<file path="src/rtl/i2c10_pkg.sv">
package i2c10_pkg;
  localparam int BYTE_W = 8;
  localparam int CNT_W  = $clog2(BYTE_W);

  localparam logic [3:0] MODE_S7     = 4'b0110;
  localparam logic [3:0] MODE_S10    = 4'b0111;
  localparam logic [3:0] MODE_S7_SS  = 4'b1110;
  localparam logic [3:0] MODE_S10_SS = 4'b1111;
  localparam logic [3:0] MODE_IDLE   = 4'b1011;

  // role of the byte currently being shifted
  typedef enum logic [2:0] {PH_OFF, PH_AD1, PH_AD2, PH_RX, PH_TX} phase_t;
  // position inside one nine-clock byte frame
  typedef enum logic [1:0] {ST_DATA, ST_ACKW, ST_ACKD, ST_ACKE} stage_t;

  typedef struct packed {
    logic run;
    logic ten;
    logic ss_irq;
  } mode_t;

  function automatic mode_t decode_mode(input logic en, input logic [3:0] m);
    mode_t d;
    d = '0;
    case (m)
      MODE_S7:     d.run = en;
      MODE_S10:    begin d.run = en; d.ten = 1'b1; end
      MODE_S7_SS:  begin d.run = en; d.ss_irq = 1'b1; end
      MODE_S10_SS: begin d.run = en; d.ten = 1'b1; d.ss_irq = 1'b1; end
      default:     d = '0; // idle code and unused codes
    endcase
    return d;
  endfunction
endpackage

</file>
<file path="src/rtl/i2c10_sync.sv">
module i2c10_sync #(
  parameter int STAGES = 2
) (
  input  logic clk,
  input  logic rst_n,
  input  logic scl_pad,
  input  logic sda_pad,
  output logic sda_lvl,
  output logic scl_rise,
  output logic scl_fall,
  output logic start_ev,
  output logic stop_ev
);
  // [STAGES-1] is the synchronised level, [STAGES] the previous one
  logic [STAGES:0] scl_sh, sda_sh;
  logic scl_lvl, scl_prev, sda_prev;

  always_ff @(posedge clk or negedge rst_n) begin
    if (!rst_n) begin
      scl_sh <= '1;
      sda_sh <= '1;
    end else begin
      scl_sh <= {scl_sh[STAGES-1:0], scl_pad};
      sda_sh <= {sda_sh[STAGES-1:0], sda_pad};
    end
  end

  assign scl_lvl  = scl_sh[STAGES-1];
  assign scl_prev = scl_sh[STAGES];
  assign sda_lvl  = sda_sh[STAGES-1];
  assign sda_prev = sda_sh[STAGES];

  assign scl_rise = scl_lvl & ~scl_prev;
  assign scl_fall = ~scl_lvl & scl_prev;
  assign start_ev = scl_lvl & scl_prev & sda_prev & ~sda_lvl;
  assign stop_ev  = scl_lvl & scl_prev & ~sda_prev & sda_lvl;
endmodule

</file>
<file path="src/rtl/i2c10_engine.sv">
module i2c10_engine
  import i2c10_pkg::*;
(
  input  logic              clk,
  input  logic              rst_n,
  input  logic              run,
  input  logic              ten,
  input  logic              scl_rise,
  input  logic              scl_fall,
  input  logic              start_ev,
  input  logic              stop_ev,
  input  logic              sda_lvl,
  input  logic [BYTE_W-1:0] addr_q,
  input  logic [BYTE_W-1:0] buf_q,
  input  logic              buf_full,
  output logic              sda_oe,
  output logic              push,
  output logic [BYTE_W-1:0] push_byte,
  output logic              push_data,
  output logic              tx_ack_ev,
  output logic              rw,
  output logic              upd
);
  phase_t              phase_q, phase_d;
  stage_t              stage_q, stage_d;
  logic [CNT_W-1:0]    cnt_q, cnt_d;
  logic [BYTE_W-1:0]   rxsr_q, rxsr_d, txsr_q, txsr_d;
  logic                oe_q, oe_d, ackgo_q, ackgo_d;
  logic                rw_q, rw_d, upd_q, upd_d, hiok_q, hiok_d;
  logic [BYTE_W-1:0]   rx_byte;
  logic                hi_match, ack;

  assign rx_byte  = {rxsr_q[BYTE_W-2:0], sda_lvl};
  assign hi_match = (rx_byte[BYTE_W-1:1] == addr_q[BYTE_W-1:1]);

  always_comb begin
    phase_d   = phase_q;
    stage_d   = stage_q;
    cnt_d     = cnt_q;
    rxsr_d    = rxsr_q;
    txsr_d    = txsr_q;
    oe_d      = oe_q;
    ackgo_d   = ackgo_q;
    rw_d      = rw_q;
    upd_d     = upd_q;
    hiok_d    = hiok_q;
    push      = 1'b0;
    push_byte = rx_byte;
    push_data = 1'b0;
    tx_ack_ev = 1'b0;
    ack       = 1'b0;
    if (!run) begin
      phase_d = PH_OFF;
      stage_d = ST_DATA;
      cnt_d   = '0;
      oe_d    = 1'b0;
      ackgo_d = 1'b0;
      rw_d    = 1'b0;
      upd_d   = 1'b0;
      hiok_d  = 1'b0;
    end else if (start_ev) begin
      phase_d = PH_AD1;
      stage_d = ST_DATA;
      cnt_d   = '0;
      oe_d    = 1'b0;
      ackgo_d = 1'b0;
      upd_d   = 1'b0;
    end else if (stop_ev) begin
      phase_d = PH_OFF;
      stage_d = ST_DATA;
      cnt_d   = '0;
      oe_d    = 1'b0;
      ackgo_d = 1'b0;
      upd_d   = 1'b0;
      hiok_d  = 1'b0;
    end else if (scl_rise) begin
      case (stage_q)
        ST_DATA: begin
          rxsr_d = rx_byte;
          if (cnt_q == CNT_W'(BYTE_W - 1)) begin
            cnt_d   = '0;
            stage_d = ST_ACKW;
            case (phase_q)
              PH_AD1: begin
                if (!ten) begin
                  if (hi_match) begin
                    push    = 1'b1;
                    ack     = ~buf_full;
                    rw_d    = rx_byte[0];
                    phase_d = ack ? (rx_byte[0] ? PH_TX : PH_RX) : PH_OFF;
                  end else begin
                    phase_d = PH_OFF;
                  end
                end else if (hi_match && !rx_byte[0]) begin
                  push    = 1'b1;
                  ack     = ~buf_full;
                  rw_d    = 1'b0;
                  upd_d   = ack;
                  phase_d = ack ? PH_AD2 : PH_OFF;
                end else if (hi_match && hiok_q) begin
                  // repeated START turning a matched 10-bit write into a read
                  push    = 1'b1;
                  ack     = ~buf_full;
                  rw_d    = 1'b1;
                  phase_d = ack ? PH_TX : PH_OFF;
                end else begin
                  phase_d = PH_OFF;
                end
              end
              PH_AD2: begin
                upd_d = 1'b0;
                if (rx_byte == addr_q) begin
                  push    = 1'b1;
                  ack     = ~buf_full;
                  hiok_d  = ack;
                  phase_d = ack ? PH_RX : PH_OFF;
                end else begin
                  phase_d = PH_OFF;
                end
              end
              PH_RX: begin
                push      = 1'b1;
                push_data = 1'b1;
                ack       = ~buf_full;
              end
              default: ack = 1'b0;
            endcase
            ackgo_d = ack;
          end else begin
            cnt_d = cnt_q + CNT_W'(1);
          end
        end
        ST_ACKD: begin
          stage_d = ST_ACKE;
          if (phase_q == PH_TX) begin
            if (sda_lvl) phase_d = PH_OFF;
            else         tx_ack_ev = 1'b1;
          end
        end
        default: stage_d = stage_q;
      endcase
    end else if (scl_fall) begin
      case (stage_q)
        ST_ACKW: begin
          stage_d = ST_ACKD;
          oe_d    = ackgo_q;
        end
        ST_ACKE: begin
          stage_d = ST_DATA;
          ackgo_d = 1'b0;
          if (phase_q == PH_TX) begin
            txsr_d = buf_q;
            oe_d   = ~buf_q[BYTE_W-1];
          end else begin
            oe_d = 1'b0;
          end
        end
        ST_DATA: begin
          if (phase_q == PH_TX) begin
            txsr_d = {txsr_q[BYTE_W-2:0], 1'b0};
            oe_d   = ~txsr_q[BYTE_W-2];
          end
        end
        default: stage_d = stage_q;
      endcase
    end
  end

  always_ff @(posedge clk or negedge rst_n) begin
    if (!rst_n) begin
      phase_q <= PH_OFF;
      stage_q <= ST_DATA;
      cnt_q   <= '0;
      rxsr_q  <= '0;
      txsr_q  <= '0;
      oe_q    <= 1'b0;
      ackgo_q <= 1'b0;
      rw_q    <= 1'b0;
      upd_q   <= 1'b0;
      hiok_q  <= 1'b0;
    end else begin
      phase_q <= phase_d;
      stage_q <= stage_d;
      cnt_q   <= cnt_d;
      rxsr_q  <= rxsr_d;
      txsr_q  <= txsr_d;
      oe_q    <= oe_d;
      ackgo_q <= ackgo_d;
      rw_q    <= rw_d;
      upd_q   <= upd_d;
      hiok_q  <= hiok_d;
    end
  end

  assign sda_oe = oe_q;
  assign rw     = rw_q;
  assign upd    = upd_q;

  // outside a read, SDA is pulled only in the acknowledge slot
  assert_ack_slot_R3: assert property (@(posedge clk) disable iff (!rst_n)
    (oe_q && phase_q != PH_TX) |-> (stage_q == ST_ACKD || stage_q == ST_ACKE));

  // an inactive mode releases the bus on the next cycle
  assert_idle_release_R9: assert property (@(posedge clk) disable iff (!rst_n)
    !run |=> !oe_q);

  // the update flag only stands while the second address byte is due
  assert_upd_phase_R5: assert property (@(posedge clk) disable iff (!rst_n)
    upd_q |-> (phase_q == PH_AD2));

  // once the master NACKs, the slave is released on the following fall
  assert_nack_release_R8: assert property (@(posedge clk) disable iff (!rst_n)
    (phase_q == PH_OFF && stage_q == ST_DATA) |-> !oe_q);
endmodule

</file>
<file path="src/rtl/i2c10_hostregs.sv">
module i2c10_hostregs
  import i2c10_pkg::*;
(
  input  logic              clk,
  input  logic              rst_n,
  input  logic              ss_irq,
  input  logic              ev_start,
  input  logic              ev_stop,
  input  logic              push,
  input  logic [BYTE_W-1:0] push_byte,
  input  logic              push_data,
  input  logic              tx_ack_ev,
  input  logic              buf_rd,
  input  logic              buf_wr,
  input  logic [BYTE_W-1:0] buf_wdata,
  input  logic              addr_wr,
  input  logic [BYTE_W-1:0] addr_wdata,
  input  logic              irq_clr,
  input  logic              ovf_clr,
  output logic [BYTE_W-1:0] buf_q,
  output logic [BYTE_W-1:0] addr_q,
  output logic              full_q,
  output logic              ovf_q,
  output logic              irq_q,
  output logic              st_start_q,
  output logic              st_stop_q,
  output logic              st_dna_q
);
  logic [BYTE_W-1:0] buf_d, addr_d;
  logic full_d, ovf_d, irq_d, st_start_d, st_stop_d, st_dna_d;
  logic full_eff, accept;

  assign full_eff = full_q & ~buf_rd;
  assign accept   = push & ~full_eff;

  always_comb begin
    buf_d      = buf_q;
    addr_d     = addr_wr ? addr_wdata : addr_q;
    full_d     = full_q & ~buf_rd;
    ovf_d      = ovf_q & ~ovf_clr;
    st_dna_d   = st_dna_q;
    st_start_d = st_start_q;
    st_stop_d  = st_stop_q;
    if (push) begin
      if (full_eff) begin
        ovf_d = 1'b1;
      end else begin
        buf_d    = push_byte;
        full_d   = 1'b1;
        st_dna_d = push_data;
      end
    end else if (buf_wr) begin
      buf_d = buf_wdata;
    end
    if (ev_start) begin
      st_start_d = 1'b1;
      st_stop_d  = 1'b0;
    end else if (ev_stop) begin
      st_start_d = 1'b0;
      st_stop_d  = 1'b1;
    end
    irq_d = (irq_q & ~irq_clr) | accept | tx_ack_ev | (ss_irq & (ev_start | ev_stop));
  end

  always_ff @(posedge clk or negedge rst_n) begin
    if (!rst_n) begin
      buf_q      <= '0;
      addr_q     <= '0;
      full_q     <= 1'b0;
      ovf_q      <= 1'b0;
      irq_q      <= 1'b0;
      st_start_q <= 1'b0;
      st_stop_q  <= 1'b0;
      st_dna_q   <= 1'b0;
    end else begin
      buf_q      <= buf_d;
      addr_q     <= addr_d;
      full_q     <= full_d;
      ovf_q      <= ovf_d;
      irq_q      <= irq_d;
      st_start_q <= st_start_d;
      st_stop_q  <= st_stop_d;
      st_dna_q   <= st_dna_d;
    end
  end

  // a byte arriving on a full buffer is dropped and flagged
  assert_no_overflow_R7: assert property (@(posedge clk) disable iff (!rst_n)
    (push && full_q && !buf_rd) |=> (ovf_q && buf_q == $past(buf_q)));

  // a START leaves start set and stop clear
  assert_start_flag_R2: assert property (@(posedge clk) disable iff (!rst_n)
    ev_start |=> (st_start_q && !st_stop_q));

  // an accepted byte marks the buffer full and raises the interrupt
  assert_push_flags_R6: assert property (@(posedge clk) disable iff (!rst_n)
    (push && !full_q) |=> (full_q && irq_q));
endmodule

</file>
<file path="src/rtl/i2c10_slave.sv">
module i2c10_slave
  import i2c10_pkg::*;
#(
  parameter int SYNC_STAGES = 2
) (
  input  logic       clk,
  input  logic       rst_n,
  input  logic       cfg_en,
  input  logic [3:0] cfg_mode,
  input  logic       addr_wr,
  input  logic [7:0] addr_wdata,
  input  logic       buf_wr,
  input  logic [7:0] buf_wdata,
  input  logic       buf_rd,
  input  logic       irq_clr,
  input  logic       ovf_clr,
  input  logic       scl_i,
  input  logic       sda_i,
  output logic       scl_oe,
  output logic       sda_oe,
  output logic [7:0] buf_q,
  output logic       buf_full,
  output logic       ovf,
  output logic       irq,
  output logic       st_start,
  output logic       st_stop,
  output logic       st_data,
  output logic       st_read,
  output logic       st_addr_upd
);
  logic [1:0]        rst_pipe;
  logic              rst_core_n;
  mode_t             mode;
  logic              sda_lvl, scl_rise, scl_fall, start_ev, stop_ev;
  logic              push, push_data, tx_ack_ev;
  logic [BYTE_W-1:0] push_byte, addr_q;

  // asynchronous assertion, synchronous release
  always_ff @(posedge clk or negedge rst_n) begin
    if (!rst_n) rst_pipe <= '0;
    else        rst_pipe <= {rst_pipe[0], 1'b1};
  end
  assign rst_core_n = rst_pipe[1];

  assign mode   = decode_mode(cfg_en, cfg_mode);
  assign scl_oe = 1'b0;

  i2c10_sync #(.STAGES(SYNC_STAGES)) u_sync (
    .clk      (clk),
    .rst_n    (rst_core_n),
    .scl_pad  (scl_i),
    .sda_pad  (sda_i),
    .sda_lvl  (sda_lvl),
    .scl_rise (scl_rise),
    .scl_fall (scl_fall),
    .start_ev (start_ev),
    .stop_ev  (stop_ev)
  );

  i2c10_engine u_engine (
    .clk       (clk),
    .rst_n     (rst_core_n),
    .run       (mode.run),
    .ten       (mode.ten),
    .scl_rise  (scl_rise),
    .scl_fall  (scl_fall),
    .start_ev  (start_ev),
    .stop_ev   (stop_ev),
    .sda_lvl   (sda_lvl),
    .addr_q    (addr_q),
    .buf_q     (buf_q),
    .buf_full  (buf_full),
    .sda_oe    (sda_oe),
    .push      (push),
    .push_byte (push_byte),
    .push_data (push_data),
    .tx_ack_ev (tx_ack_ev),
    .rw        (st_read),
    .upd       (st_addr_upd)
  );

  i2c10_hostregs u_regs (
    .clk        (clk),
    .rst_n      (rst_core_n),
    .ss_irq     (mode.ss_irq),
    .ev_start   (start_ev & mode.run),
    .ev_stop    (stop_ev & mode.run),
    .push       (push),
    .push_byte  (push_byte),
    .push_data  (push_data),
    .tx_ack_ev  (tx_ack_ev),
    .buf_rd     (buf_rd),
    .buf_wr     (buf_wr),
    .buf_wdata  (buf_wdata),
    .addr_wr    (addr_wr),
    .addr_wdata (addr_wdata),
    .irq_clr    (irq_clr),
    .ovf_clr    (ovf_clr),
    .buf_q      (buf_q),
    .addr_q     (addr_q),
    .full_q     (buf_full),
    .ovf_q      (ovf),
    .irq_q      (irq),
    .st_start_q (st_start),
    .st_stop_q  (st_stop),
    .st_dna_q   (st_data)
  );
endmodule

</file>
<file path="config.mk">
export PLATFORM = sky130hd
export DESIGN_NAME = i2c10_slave
export DESIGN_NICKNAME = d
export VERILOG_FILES = /design/src/rtl/i2c10_pkg.sv /design/src/rtl/i2c10_sync.sv /design/src/rtl/i2c10_engine.sv /design/src/rtl/i2c10_hostregs.sv /design/src/rtl/i2c10_slave.sv
export SDC_FILE = /design/constraint.sdc
export NUM_CORES = 1
export LEC_CHECK = 0
export ABC_AREA = 0
export BUFFER_PORTS_ARGS = -buffer_cell sky130_fd_sc_hd__buf_2
export CELL_PAD_IN_SITES_DETAIL_PLACEMENT = 1
export CELL_PAD_IN_SITES_GLOBAL_PLACEMENT = 2
export CORE_ASPECT_RATIO = 1.2
export CORE_MARGIN = 8
export CORE_UTILIZATION = 40
export CTS_BUF_LIST = sky130_fd_sc_hd__clkbuf_4 sky130_fd_sc_hd__clkbuf_8
export DETAILED_ROUTE_END_ITERATION = 8
export MAX_ROUTING_LAYER = met4
export PLACE_DENSITY_LB_ADDON = 0.1
export SLEW_MARGIN = 30
export SYNTH_ARGS = -nofsm -noshare
export SYNTH_HDL_FRONTEND = slang
export SYNTH_SLANG_ARGS = --single-unit
</file>
<file path="constraint.sdc">
create_clock -name clk -period 4.2 [get_ports clk]
set_input_delay 0.42 -clock clk [delete_from_list [all_inputs] [get_ports clk]]
set_output_delay 0.42 -clock clk [all_outputs]
set_load 0.02 [all_outputs]
</file>
* Word level (Yosys, flattened, before mapping)
Cells that the tools add are included.
** Storage, ports and cells
- Register bits :: 57
- Input port bits :: 30
- Output and inout port bits :: 18
- Logic and storage cells :: 253
** Cells by class
- Add/subtract/negate cells :: 1
- Equal/unequal tests :: 52
- Mux-type cells :: 125
- Bitwise logic cells :: 32
- Reduce and logical (&&, ||, !) cells :: 22
** Operators by type and width (count)
- $mux 1 :: 82
- $mux 3 :: 21
- $ne 5x5->1 const B :: 12
- $ne 6x6->1 const B :: 5
- $mux 8 :: 3
- $ne 4x4->1 const B :: 6
- $ne 3x3->1 const B :: 6
- $reduce_and 6->1 :: 3
- $mux 2 :: 8
- $reduce_and 8->1 :: 2
- $and 1x1->1 :: 14
- $mux 7 :: 2
- $ne 2x2->1 const B :: 7
- $not 1->1 :: 14
- $pmux 7 s2 :: 1
- $pmux 3 s2 :: 2
- $reduce_and 4->1 :: 3
- $pmux 1 s3 :: 3
- $eq 4x3->1 const B :: 2
- $eq 4x4->1 const B :: 2
- $eq 8x8->1 :: 1
- $pmux 2 s2 :: 2
- $eq 7x7->1 :: 1
- $eq 3x2->1 const B :: 2
- other kinds (16) :: 28

* Longest topological paths before layout
- Depth in word-level cells :: 16
- Gate-level depth with buffers :: 9
- Mapped depth without buffers :: 7

* By module
Synthesis repeated with hierarchy kept, for this count alone.
** Second synthesis, totals
- Cells, all modules :: 280
- Area, all modules :: 2956.6 um^2
** By module, submodules not included
- i2c10_engine :: instances 1, cells an instance 174, area each 1696.6 um^2, sequential area each 675.6 um^2
- i2c10_hostregs :: instances 1, cells an instance 86, area each 964.7 um^2, sequential area each 550.5 um^2
- i2c10_sync :: instances 1, cells an instance 10, area each 190.2 um^2, sequential area each 157.7 um^2
- i2c10_slave :: instances 1, cells an instance 10, area each 105.1 um^2, sequential area each 50.0 um^2

* Least setup slack after synthesis
No wires, ideal clock.
- Path type :: reg2reg
- Start :: register u_sync.scl_sh[1]
- End :: register u_regs.buf_q[0]
- Setup time :: 0.124 ns
- Data arrival time :: 1.911 ns
- Path slack :: 2.165 ns
- Stages on the path, launching flop included :: 8
- Buffers on the path :: 1
- Clock period less this slack :: 2.035 ns
- Cells stage by stage :: dfstp_2 -> ha_1 -> buf_4 -> nand3_2 -> a21o_1 -> a311oi_4 -> a22oi_1 -> or2_1
** Between the ends
- Word-level cells in the longest chain between the ends :: 8
- Elaborated cells on any way between the ends :: 14
- Those cells by class :: 1 x eq/ne; 5 x mux; 6 x bitwise; 2 x reduce/logical
** Ends and longest elaborated chain
- from (decl) :: line i2c10_sync.sv:15 : logic [STAGES:0] scl_sh, sda_sh;
- from (signal assigned) :: line i2c10_sync.sv:23 : scl_sh <= {scl_sh[STAGES-1:0], scl_pad};
- $and 1x1->1 :: line i2c10_sync.sv:35, i2c10_sync.sv:36
- $and 1x1->1 (2 in a row) :: line i2c10_sync.sv:36 : assign stop_ev = scl_lvl & scl_prev & ~sda_prev & sda_lvl;
- $mux 1 :: line i2c10_engine.sv:68 : end else if (stop_ev) begin
- $mux 1 (*) :: line i2c10_engine.sv:61 : end else if (start_ev) begin
- $mux 1 (*) :: line i2c10_engine.sv:52 : if (!run) begin
- $ne 2x2->1 (no line) or $reduce_bool 2->1 (tied branches)
- $reduce_and 2->1 (no line)
- to (signal assigned) :: line i2c10_hostregs.sv:76 : buf_q <= buf_d;
- to (decl) :: line i2c10_hostregs.sv:20 : output logic [BYTE_W-1:0] buf_q,
Mark *: on every way between the ends. The rest lies on a longest branch, timed or not.
A chain may end at the register's enable or synchronous reset.

* Worst setup path in the final report
- Start :: register u_sync.scl_sh[1]
- End :: register u_regs.buf_q[5]
Same word-level chain as after synthesis.

==> results by group <==
Outcome
  – Outcome: finished, final reports clean

Detailed routing
  – DR vias/cell: 5.503
  – Per-cell routed wire length: 18.28 um
  – Initial DRT Pass Iterations: 6
  – Initial DRC Count: 64
  – Final WL: 8.207 mm
  – Vias: 2471
  – Drt drc: 0
  – Post-route ant nets: 0

Global routing
  – GR Util met3: 3.961%
  – GR Util met2: 27.62%
  – Grt met1 use: 18.41%
  – Gr ovfl total: 0
  – Vias in the first global route: 2762
  – Tot GR Track Use: 16.23%
  – Gr busiest metal: met2
  – Initial antenna violation count: 0
  – Largest net degree at the start of global routing: 56
  – First-pass GRT wire length: 14.03 mm

Placement
  – Cell Area, Placed: 3406 um^2
  – Port Buffers: 46
  – DP Cell Count: ~430
  – Pre-CTS WS: 1.726 ns
  – Placer Congestion: 0.7720
  – Hpwl dp: 6.108 mm

Timing
  – Max frequency: 405.9 MHz
  – Final hold slack: 0.1760 ns
  – Pins Over Slew Limit: 0
  – TNS Setup: 0 ns
  – Final setup viols: 0
  – Slew margin rel.: 49.13%
  – Clk_skew: about 0.0077 ns
  – Final worst slack: roughly 1.7 ns
  – Least-Margin Pin Slew: 0.7614 ns
  – Final period utilization: 58.66%
  – Final min period: around 2.5 ns
  – Final Hold Vio Count: 0
  – Unrepaired setup endpoints after global routing: false

Cells and area
  – Design area: 3621 um^2
  – Antenna diodes: 0
  – Final net count: 392
  – Share of cells above drive strength 1: 28.01%
  – Commonest non-fill, non-tap cells in the layout: 50 x dfrtp_1, 46 x buf_2, 45 x nand2_1
  – Post-Layout Cell Count: about 450
  – Commonest non-fill, non-tap cell in the layout: dfrtp_1
  – Final core utilization: a little under half
  – Fillers: just under 900
  – Multi-input logic area: roughly 1600 um^2
  – Synth-to-Final Area Change: 15.57%
  – Register area: 1435 um^2

Synthesis
  – Count of different cell masters after synthesis: 61
  – EDFF count, synth: 0
  – Syn_area_per_cell: 10.17 um^2
  – Synthesis-stage register bit count: 57
  – Mapped Cells: ~310
  – Register area share after synthesis: 45.77%
  – Cell Area, Synth: roughly 3100 um^2
  – Asr flop ratio synth: between 90% and 100%
  – Predominant post-synthesis flop cell: dfrtp_1
  – Synth Net Count: 347
  – Yosys warning total: 0

CTS
  – Clock slew at reported path FFs: 0.06 ns
  – Worst skew pair latency: 0.34 ns
  – Sink Count: 57
  – CTS tree: yes
  – H-tree depth: 3
  – Post-CTS setup buffer count: 0
  – Bufs on Longest Clock Path: 2
  – Root Driver: clkbuf_8
  – Inserted Clock Buffers: 9

Worst setup path
  – Worst path slowest cell: dfstp_2
  – CP cell instances: ha_1 -> nand3_2 -> a21o_1 -> a311oi_4 -> a22oi_1 -> or2_1
  – Max FO, Critical Path: 10
  – Crit path max-delay family: compound AO/OA/AOI/OAI gates
  – Worst endpoint required time: ~4.4 ns
  – CP Capture Type: flop
  – Slowest cell delay on critical path: 0.56 ns
  – Worst Path Class, Setup: flop to flop
  – CP arrival: about 2.7 ns
  – Buffers and inverters on the worst path: 0
  – CP startpoint kind: flop

Power
  – Worst vdd ir: between 0.15 and 0.2 mV
  – Static Leak: approximately 1.6 nW
  – Cell Pwr Density: 351.2 nW/um^2
  – Pwr Total: 1.272 mW

Die
  – Initial core utilization: 40.88%
  – Die Y: 113.0 um
  – Die Width: roughly 97 um
  – Die Area: 10930 um^2
  – Number of top-level pins: between 40 and 50
  – Floorplan core area: about 7700 um^2
  – FP Rows: 35

Job
  – Max-cap violations: 0

Min path
  – Hold crit path type: input pin to flop
[synthesized netlist by cell type, types with 2 or more instances]
| cell | n | area share, % |
|---|---|---|
| dfrtp_1 | 51 | 41 |
| nand2_1 | 45 | 5.4 |
| mux2_2 | 15 | 5.4 |
| o21ai_0 | 15 | 2.4 |
| inv_1 | 12 | 1.4 |
| nand2b_1 | 11 | 2.2 |
| a211oi_1 | 10 | 2.4 |
| ha_1 | 9 | 3.6 |
| mux2i_1 | 9 | 2.9 |
| nor2_1 | 9 | 1.1 |
| xnor2_1 | 9 | 2.5 |
| a22oi_1 | 8 | 1.9 |
| or2_1 | 8 | 1.6 |
| a21oi_1 | 7 | 1.1 |
| nand3_1 | 7 | 1.1 |
| clkbuf_1 | 6 | 0.72 |
| dfstp_2 | 6 | 5.0 |
| nor3_1 | 6 | 0.96 |
| nor4_1 | 5 | 1.0 |
| buf_4 | 4 | 0.96 |
| nor2b_1 | 4 | 0.80 |
| o22ai_1 | 3 | 0.60 |
| a2111oi_0 | 2 | 0.56 |
| a21o_1 | 2 | 0.48 |
| a22o_1 | 2 | 0.56 |
| and3_1 | 2 | 0.40 |
| buf_2 | 2 | 0.32 |
| buf_6 | 2 | 0.72 |
| conb_1 | 2 | 0.24 |
| nand3b_1 | 2 | 0.48 |
| nand4_1 | 2 | 0.40 |
| o41ai_2 | 2 | 1.0 |
[registers in the layout (all words and copies together), names as in the netlist, 2 cells and up]
signal            flops
rst_pipe              2
u_engine.cnt_q        3
u_engine.phase_q      3
u_engine.rxsr_q       7
u_engine.stage_q      2
u_engine.txsr_q       7
u_regs.addr_q         8
u_regs.buf_q          8
u_sync.scl_sh         3
u_sync.sda_sh         3
[cell type report]
cell class / instances / area share (%)
Multi-Input combinational cell: 224 / 43.40
Sequential cell: 57 / 39.63
Timing Repair Buffer: 49 / 7.049
Clock buffer: 12 / 4.388
Tap cell: 92 / 3.179
Inverter: 12 / 1.244
Clock inverter: 3 / 1.106
[metal layers]
layer  vias up  wire length (um)  part of all wire [%]
met4         0               112                   1.4
met5         -                 0                     0
met3         9               199                   2.4
met1      1240              3666                    45
li1       1186                 -                     -
met2        36              4228                    52
[cell families (layout without fill, tap and decap cells)]
family | count (synthesis) | count (layout) | synth area share, %
XOR/XNOR | 10 | 10 | 2.796
other | 2 | 2 | 0.2397
AO/OA/AOI/OAI | 66 | 66 | 16.37
AND/OR/NAND/NOR | 113 | 113 | 18.69
flip-flops | 57 | 57 | 45.77
buffers and inverters | 27 | 76 | 4.273
multiplexers | 24 | 24 | 8.267
adder cells (fa/ha/maj) | 9 | 9 | 3.594
[where the power goes]
part / internal [mW] / switching [mW] / total (mW)
logic: 0.0590 / 0.0780 / 0.137
clock network: 0.308 / 0.218 / 0.526
registers: 0.579 / 0.0304 / 0.609
[final timing paths]
| kind | slack [ns] | start | depth (start not counted) | end |
|---|---|---|---|---|
| worst max-delay path | 1.74 | u_sync.scl_sh[1]$_DFF_PN1_ | 6 | u_regs.buf_q[5]$_DFFE_PN0P_ |
| worst min-delay path | 0.18 | scl_i | 1 | u_sync.scl_sh[0]$_DFF_PN1_ |
| worst max register to register | 1.74 | u_sync.scl_sh[1]$_DFF_PN1_ | 6 | u_regs.buf_q[5]$_DFFE_PN0P_ |
| worst min register to register | 0.36 | u_sync.sda_sh[0]$_DFF_PN1_ | 0 | u_sync.sda_sh[1]$_DFF_PN1_ |
| max in group asynchronous | 3.32 | rst_pipe[1]$_DFF_PN0_ | 1 | u_engine.rxsr_q[4]$_DFFE_PN0P_ |
| min in group asynchronous | 0.39 | rst_n | 2 | rst_pipe[0]$_DFF_PN0_ |
[what timing repair did]
item                                    4_1_cts  5_1_grt
endpoints found under the hold margin         2        0
resized for setup                             0        0
endpoints found under the setup margin        0        0
hold buffers                                  1        0
Power figures use the tool's default switching activity.
